<file path="config.mk">
export PLATFORM = sky130hd
export DESIGN_NAME = i2c_scl_timing
export DESIGN_NICKNAME = d
export VERILOG_FILES = /design/src/rtl/i2c_scl_pkg.sv /design/src/rtl/i2c_scl_cfg.sv /design/src/rtl/i2c_scl_phase.sv /design/src/rtl/i2c_scl_strobe.sv /design/src/rtl/i2c_scl_timing.sv
export SDC_FILE = /design/constraint.sdc
export NUM_CORES = 1
export LEC_CHECK = 0
export BUFFER_PORTS_ARGS = -buffer_cell sky130_fd_sc_hd__buf_2
export CAP_MARGIN = 0
export CORE_MARGIN = 5
export CORE_UTILIZATION = 52
export DETAILED_ROUTE_END_ITERATION = 6
export GPL_TIMING_DRIVEN = 0
export PLACE_DENSITY = 0.78
export SYNTH_ARGS = -nofsm -noshare
export SYNTH_HDL_FRONTEND = slang
export SYNTH_HIERARCHICAL = 1
export SYNTH_SLANG_ARGS = --single-unit
</file>
<file path="constraint.sdc">
create_clock -name clk -period 5.5 [get_ports clk]
set_clock_uncertainty 0.15 [all_clocks]
set_input_delay 0.275 -clock clk [delete_from_list [all_inputs] [get_ports clk]]
set_output_delay 0.275 -clock clk [all_outputs]
set_load 0.05 [all_outputs]
</file>
<file path="src/rtl/i2c_scl_pkg.sv">
package i2c_scl_pkg;

  // Level of SCL during which a given strobe may fire.
  typedef enum logic {
    SCL_LOW  = 1'b0,
    SCL_HIGH = 1'b1
  } scl_level_e;

endpackage

</file>
<file path="src/rtl/i2c_scl_cfg.sv">
// Decodes the divider into a phase terminal count and clamps both delays.
module i2c_scl_cfg #(
  parameter int DIV_W = 16,
  parameter int DLY_W = 16,
  parameter int HW    = DIV_W - 1
) (
  input  logic [DIV_W-1:0]   div_value,
  input  logic [2*DLY_W-1:0] delay_word,
  output logic [HW-1:0]      term_cnt,
  output logic [1:0][HW-1:0] dly_lim   // [1] drive (falling), [0] sample (rising)
);

  logic [HW-1:0] half_len;

  // Dropping bit 0 makes the period even; zero collapses to one clock per phase.
  always_comb begin
    half_len = HW'(div_value >> 1);
    if (half_len == '0) half_len = HW'(1);
    term_cnt = half_len - HW'(1);
  end

  localparam int CW = (DLY_W > HW) ? DLY_W : HW;

  for (genvar g = 0; g < 2; g++) begin : g_clamp
    logic [DLY_W-1:0] raw;
    logic [CW-1:0]    raw_w;
    logic [CW-1:0]    term_w;
    assign raw     = delay_word[g*DLY_W +: DLY_W];
    assign raw_w   = CW'(raw);
    assign term_w  = CW'(term_cnt);
    assign dly_lim[g] = (raw_w > term_w) ? term_cnt : raw_w[HW-1:0];
  end

endmodule

</file>
<file path="src/rtl/i2c_scl_phase.sv">
// Phase counter and SCL level register.
module i2c_scl_phase #(
  parameter int HW = 15
) (
  input  logic          clk,
  input  logic          rst_n,
  input  logic          enable,
  input  logic [HW-1:0] term_cnt,
  output logic          scl,
  output logic [HW-1:0] cnt,
  output logic          seen_fall
);

  always_ff @(posedge clk or negedge rst_n) begin
    if (!rst_n) begin
      scl       <= 1'b1;
      cnt       <= '0;
      seen_fall <= 1'b0;
    end else if (!enable) begin
      scl       <= 1'b1;
      cnt       <= '0;
      seen_fall <= 1'b0;
    end else if (cnt >= term_cnt) begin
      cnt <= '0;
      scl <= ~scl;
      if (scl) seen_fall <= 1'b1;
    end else begin
      cnt <= cnt + HW'(1);
    end
  end


  idle_high_chk: assert property (@(posedge clk) disable iff (!rst_n)
    !enable |=> (scl && cnt == '0));


  phase_hold_chk: assert property (@(posedge clk) disable iff (!rst_n)
    (enable && cnt < term_cnt) |=> (scl == $past(scl)));


  phase_end_chk: assert property (@(posedge clk) disable iff (!rst_n)
    (enable && cnt >= term_cnt) |=> (cnt == '0 && scl != $past(scl)));

endmodule

</file>
<file path="src/rtl/i2c_scl_strobe.sv">
// One edge-delay strobe: fires when the phase count reaches the clamped delay.
module i2c_scl_strobe #(
  parameter int                      HW    = 15,
  parameter i2c_scl_pkg::scl_level_e LEVEL = i2c_scl_pkg::SCL_LOW
) (
  input  logic          clk,
  input  logic          rst_n,
  input  logic          enable,
  input  logic          scl,
  input  logic          armed,
  input  logic [HW-1:0] cnt,
  input  logic [HW-1:0] lim,
  output logic          stb
);

  assign stb = enable && armed && (scl == logic'(LEVEL)) && (cnt == lim);


  level_match_chk: assert property (@(posedge clk) disable iff (!rst_n)
    stb |-> (scl == logic'(LEVEL)));


  single_pulse_chk: assert property (@(posedge clk) disable iff (!rst_n)
    stb |=> !stb);


  gated_off_chk: assert property (@(posedge clk) disable iff (!rst_n)
    !enable |-> !stb);

endmodule

</file>
<file path="src/rtl/i2c_scl_timing.sv">
module i2c_scl_timing #(
  parameter int DIV_W = 16,
  parameter int DLY_W = 16
) (
  input  logic               clk,
  input  logic               rst_n,
  input  logic               enable,
  input  logic [DIV_W-1:0]   div_value,
  input  logic [2*DLY_W-1:0] delay_word,
  output logic               scl_out,
  output logic               drive_stb,
  output logic               sample_stb
);

  import i2c_scl_pkg::*;

  localparam int HW = DIV_W - 1;

  logic [HW-1:0]      term_cnt;
  logic [1:0][HW-1:0] dly_lim;
  logic [HW-1:0]      cnt;
  logic               scl;
  logic               seen_fall;

  i2c_scl_cfg #(.DIV_W(DIV_W), .DLY_W(DLY_W), .HW(HW)) u_cfg (
    .div_value  (div_value),
    .delay_word (delay_word),
    .term_cnt   (term_cnt),
    .dly_lim    (dly_lim)
  );

  i2c_scl_phase #(.HW(HW)) u_phase (
    .clk       (clk),
    .rst_n     (rst_n),
    .enable    (enable),
    .term_cnt  (term_cnt),
    .scl       (scl),
    .cnt       (cnt),
    .seen_fall (seen_fall)
  );

  i2c_scl_strobe #(.HW(HW), .LEVEL(SCL_LOW)) u_drive (
    .clk    (clk),
    .rst_n  (rst_n),
    .enable (enable),
    .scl    (scl),
    .armed  (1'b1),
    .cnt    (cnt),
    .lim    (dly_lim[1]),
    .stb    (drive_stb)
  );

  i2c_scl_strobe #(.HW(HW), .LEVEL(SCL_HIGH)) u_sample (
    .clk    (clk),
    .rst_n  (rst_n),
    .enable (enable),
    .scl    (scl),
    .armed  (seen_fall),
    .cnt    (cnt),
    .lim    (dly_lim[0]),
    .stb    (sample_stb)
  );

  assign scl_out = scl;

  // the two strobes never coincide
  strobe_excl_chk: assert property (@(posedge clk) disable iff (!rst_n)
    !(drive_stb && sample_stb));

endmodule

</file>
### After elaboration in Yosys (flattened, before gate mapping)

Index checks and enable logic that the tools add are counted.

| operators by class | value |
|---|---|
| bitwise logic cells | 1 |
| add/sub/neg operators | 2 |
| reductions and logical operators | 7 |
| equal/unequal tests | 4 |
| magnitude comparators | 3 |
| multiplexer cells | 10 |

Operators with widths:

| operator | number |
|---|---|
| 15-bit 2-to-1 mux | 5 |
| 16-bit by 15-bit greater-than comparator with 1-bit output | 2 |
| 15-bit equality test | 2 |
| 15-bit by 1-bit adder with 15-bit output (second input constant) | 1 |
| 15-bit greater-or-equal comparator | 1 |
| 15-bit zero test | 1 |
| 15-bit by 1-bit subtractor with 15-bit output (second input constant) | 1 |
| 1-bit logical AND | 5 |
| 1-bit 2-to-1 mux | 5 |
| 2-bit by 1-bit != test with 1-bit output (second input constant) | 2 |
| 2-bit AND reduction | 1 |
| 1-bit NOT | 1 |

| storage, ports and cells | value |
|---|---|
| word-level logic and storage cells | 30 |
| flip-flop bits (word level) | 17 |
| output and inout port bits | 3 |
| input port bits | 51 |

### Longest topological paths before layout

| logic depth | value |
|---|---|
| depth in word-level cells | 7 |
| depth in mapped cells | 22 |
| depth with buffers taken out | 20 |

### Modules after synthesis

The synthesis kept the hierarchy.

By module, submodules not included:

| module | cells each | instances | sequential area each (um^2) | area each (um^2) |
|---|---|---|---|---|
| i2c_scl_cfg | 166 | 1 | 0.0 | 1503.9 |
| i2c_scl_phase | 128 | 1 | 426.7 | 1193.6 |
| i2c_scl_strobe (u_sample) | 21 | 1 | 0.0 | 187.7 |
| i2c_scl_strobe (u_drive) | 21 | 1 | 0.0 | 177.7 |
| i2c_scl_timing | 1 | 1 | 0.0 | 3.8 |

### Least setup slack after synthesis

No wires, ideal clock.

| timing | value |
|---|---|
| kind | input to output |
| from | in div_value[2] |
| to | out sample_stb |
| arrival | 5.594 ns |
| cell stages on the path | 19 |
| setup slack | -0.519 ns |
| path buffers | 2 |
| data required time | 5.075 ns |
| cells stage by stage | or4_4 > buf_6 > nor4_4 > a21oi_1 > ha_1 > nor3b_1 > nand3_1 > or3_1 > xnor2_1 > inv_1 > ha_1 > a21o_1 > a211o_1 > o31ai_4 > buf_4 > mux2_2 > xor2_1 > or4_1 > nor4_2 |

RTL lines:

| what | RTL line | text |
|---|---|---|
| from (decl) | i2c_scl_timing.sv:8 | `input logic [DIV_W-1:0] div_value,` |
| to (decl) | i2c_scl_timing.sv:12 | `output logic sample_stb` |

==> out/qor_table.md <==
| Step | Item | Value |
|---|---|---|
| drt | Starting DRT DRC Count | 261 |
| global routing | Number of global-route vias before repair | 2778 |
| finish | Area Growth Syn to Fin | 33.6% |
| global routing | Largest net degree at the start of global routing | 18 |
| logic synthesis | Library cell with the highest instance count after synthesis | ha_1 |
| clock network | CTS tree | yes |
| logic synthesis | Mean Syn Cell Area | 9.10 um2 |
| logic synthesis | Cell types with the largest area share after synthesis | ha_1 (18%), dfrtp_1 (13%), xnor2_1 (11%) |
| setup path | Required time worst endpoint | 5080 ps |
| drt | Remaining number of nets flagged by the antenna check after routing | 0 |
| place | Number of cells in the design after placement | 464 |
| setup path | Max Fanout on Critical Path | 5 |
| place | Global placement routability congestion | 0.951 |
| setup path | Data arrival time of the worst path | 5210 ps |
| global routing | GRT overflow | 0 |
| logic synthesis | Compound-gate portion of the synthesized area | 13.7% |
| timing | Finish-stage setup viols | 2 |
| timing | Peak Freq | 177 MHz |
| finish | Count of nets after finishing | 522 |
| drt | Vias per std cell | 6.07 |
| setup path | Critical Path End Type | output port |
| logic synthesis | Number of library cell types mapped by synthesis | 64 |
| logic synthesis | Synth warn | 6 |
| power | Leak | 0.00192 uW |
| finish | Proportion of layout cells with a drive suffix above 1 | 44.9% |
| global routing | Overall fraction of global-route tracks in use | 22.6% |
| place | Port buffer count | 52 |
| timing | Final slew viol count | 0 |
| clock network | Clock latency on the worst-skew pair | 250 ps |
| logic synthesis | XOR/XNOR Fraction of Synth Area | 15.7% |
| logic synthesis | Number of standard cells after synthesis | 337 |
| global routing | First-pass GRT wire length | 13.6 mm |
| power | Worst vdd ir | 0.0853 mV |
| timing | Shortest clock period the worst path allows after layout | 5640 ps |
| finish | Diodes inserted | 0 |
| die | Area of the die | 7530 um2 |
| timing | Final WS setup | -136 ps |
| die | Die span in x | 86.8 um |
| die | Effective utilization at floorplan | 52.7% |
| status | Failing checks | setup timing |
| logic synthesis | Share of synthesized area occupied by flip-flops and latches | 13.9% |
| status | Result of the run | complete, but fails checks |
| logic synthesis | Combinational family with the most area after synthesis | simple AND/OR/NAND/NOR gates |
| timing | Slew of the pin with the lowest slew margin | 738 ps |
| clock network | Count of clock tree sinks | 17 |
| logic synthesis | Mux share of post-synthesis cell area | 12.2% |
| logic synthesis | Top-area cell type share of the netlist area | 18.4% |
| drt | DRC viols | 0 |
| clock network | Number of buffers created by CTS | 3 |
| clock network | Clock Path Buffers | 2 |
| drt | Drt pass-1 iters | 5 |
| timing | Relative slew slack | 50.3% |
| power | Total power density per cell area | 123 nW/um2 |
| logic synthesis | Post-synthesis sequential element count | 17 |
| run | Max capacitance violation total | 0 |
| die | Boundary pin count | 54 |
| place | Dpl hpwl | 6.55 mm |
| hold path | Hold/Removal Path Class | in -> reg |
| timing | Final Hold Fails | 0 |
| logic synthesis | List of most frequent post-synthesis cells | ha_1 (45), xnor2_1 (39), inv_1 (37) |
| setup path | Sort of element at the start of the critical path | primary input |
| finish | Final core area utilization | 70.5% |
| timing | Final critical-path share of the clock period | 102% |
| logic synthesis | Top cell type by total area after synthesis | ha_1 |
| logic synthesis | Number of synthesized flops with an enable pin | 0 |
| logic synthesis | Synthesized-area fraction occupied by adder cells | 18.4% |
| logic synthesis | Share of synthesized flip-flops with an asynchronous set or reset | 100% |
| drt | Routed wire per std cell | 19.9 um |
| logic synthesis | Post-Synthesis Net Count | 433 |
| finish | Layout Cells excl Fill | 500 |
| clock network | H-tree depth | 1 |
| setup path | Category of the critical setup timing path | in -> out |
| clock network | Clock root cell | clkbuf_8 |
| die | Core Rows | 28 |
| die | Core footprint | 5820 um2 |
| clock network | Clock-pin slew on the worst setup and hold paths | 60 ps |
| die | Chip Height | 86.8 um |
| drt | Overall routed net length | 9.97 mm |
| logic synthesis | Post-synthesis instance area | 3070 um2 |
| global routing | Number of antenna violations at the first check in global routing | 0 |
| logic synthesis | Share of synthesized cell area in and, or, nand and nor gates | 19.8% |
| drt | Total number of vias | 3036 |
| logic synthesis | Most used flip-flop cell after synthesis | dfrtp_1 |
[per-stage QoR]
stage	worst slack [ps]	TNS (ps)	area, um2	hold slack, ps	total power (uW)
floorplan	-247	-247	3080	-171	282
global placement	-1120	-2020	3440	65.1	340
detailed placement	-1210	-2220	3440	75.5	346
CTS	22.0	0	3760	185	463
global route	-258	-454	4100	199	536
finish	-136	-205	4100	189	505
[registers in the layout, summed over array words and instances (netlist names)]
name	flops
u_phase/scl	1
u_phase/cnt	15
u_phase/seen_fall	1
[routing by layer]
layer | routed length, um | GRT usage, % | vias to the layer above | part of all wire, %
met4 | 315 | 3.12 | 0 | 3.2
met1 | 3990 | 31.7 | 1453 | 40
met5 | 0 | 0 | - | 0
met2 | 4950 | 38.0 | 158 | 50
met3 | 725 | 2.95 | 40 | 7.3
li1 | - | - | 1385 | -
[layout by cell type, fill, tap and decap left out, drive strengths merged, types with 3 or more instances in the layout]
| cell | instances |
|---|---|
| buf | 86 |
| nand2 | 10 |
| mux2 | 30 |
| ha | 45 |
| or4 | 4 |
| nand4 | 18 |
| o21ai | 5 |
| o31ai | 4 |
| nor4 | 5 |
| inv | 37 |
| nor3 | 3 |
| a21oi | 15 |
| a31oi | 3 |
| dfrtp | 16 |
| nand3 | 14 |
| nor2 | 27 |
| or2 | 3 |
| clkbuf | 6 |
| xor2 | 14 |
| a21o | 4 |
| xnor2 | 40 |
[worst max-delay path, cell delays in order]
cell      delay, ps
buf_2           160
or4_1           570
nor2_1          400
a21oi_4         130
ha_4            180
nor3b_4         160
nand3_2         110
buf_4           120
xnor2_1         230
inv_1           140
ha_1            330
o211a_1         190
o311ai_0        190
a31o_2          330
o211ai_4         90
o41ai_4         160
buf_8           180
buf_6           110
mux2_4          310
xnor2_2         120
nand4_1         150
nor4_4          350
buf_6           200
[cell type report]
class	count	area [um2]
timing repair buffer	85	562
tap	75	93.8
sequential	17	427
fill	428	1720
multi-input combinational	278	2790
buffer	4	42.5
clock buffer	4	45.0
inverter	37	139
[cells by family after synthesis]
| group | Yosys count |
|---|---|
| other | 1 |
| and+or+nand+nor | 99 |
| muxes | 30 |
| DFF | 17 |
| buffers and inverters | 42 |
| adders and majority gates | 45 |
| xor gates and xnor gates | 54 |
| AOI/OAI and AO/OA | 49 |
[power breakdown]
group          switching, uW  internal, uW
registers               5.45           127
logic                    142           138
clock network           41.8          51.4
[what timing repair did]
| action | 4_1_cts | 5_1_grt |
|---|---|---|
| endpoints found under the hold margin | 16 | 0 |
| cloned | 0 | 1 |
| pin swaps | 15 | 29 |
| endpoints found under the setup margin | 2 | 2 |
| setup buffers | 15 | 16 |
| gates resized for setup | 27 | 37 |
| hold buffers | 1 | 0 |
[worst paths after layout]
kind | startpoint | to | slack (ps) | depth (start not counted)
worst min-delay path | enable | u_phase/seen_fall | 190 | 2
worst max register to register | u_phase/cnt[8] | u_phase/cnt[13] | 3130 | 7
min in group asynchronous | rst_n | u_phase/cnt[0] | 320 | 2
worst max-delay path | div_value[13] | drive_stb | -140 | 23
max in group asynchronous | rst_n | u_phase/scl | 4560 | 2
worst min register to register | u_phase/seen_fall | u_phase/seen_fall | 390 | 1
Note: power is estimated with default switching activity, not from simulation.
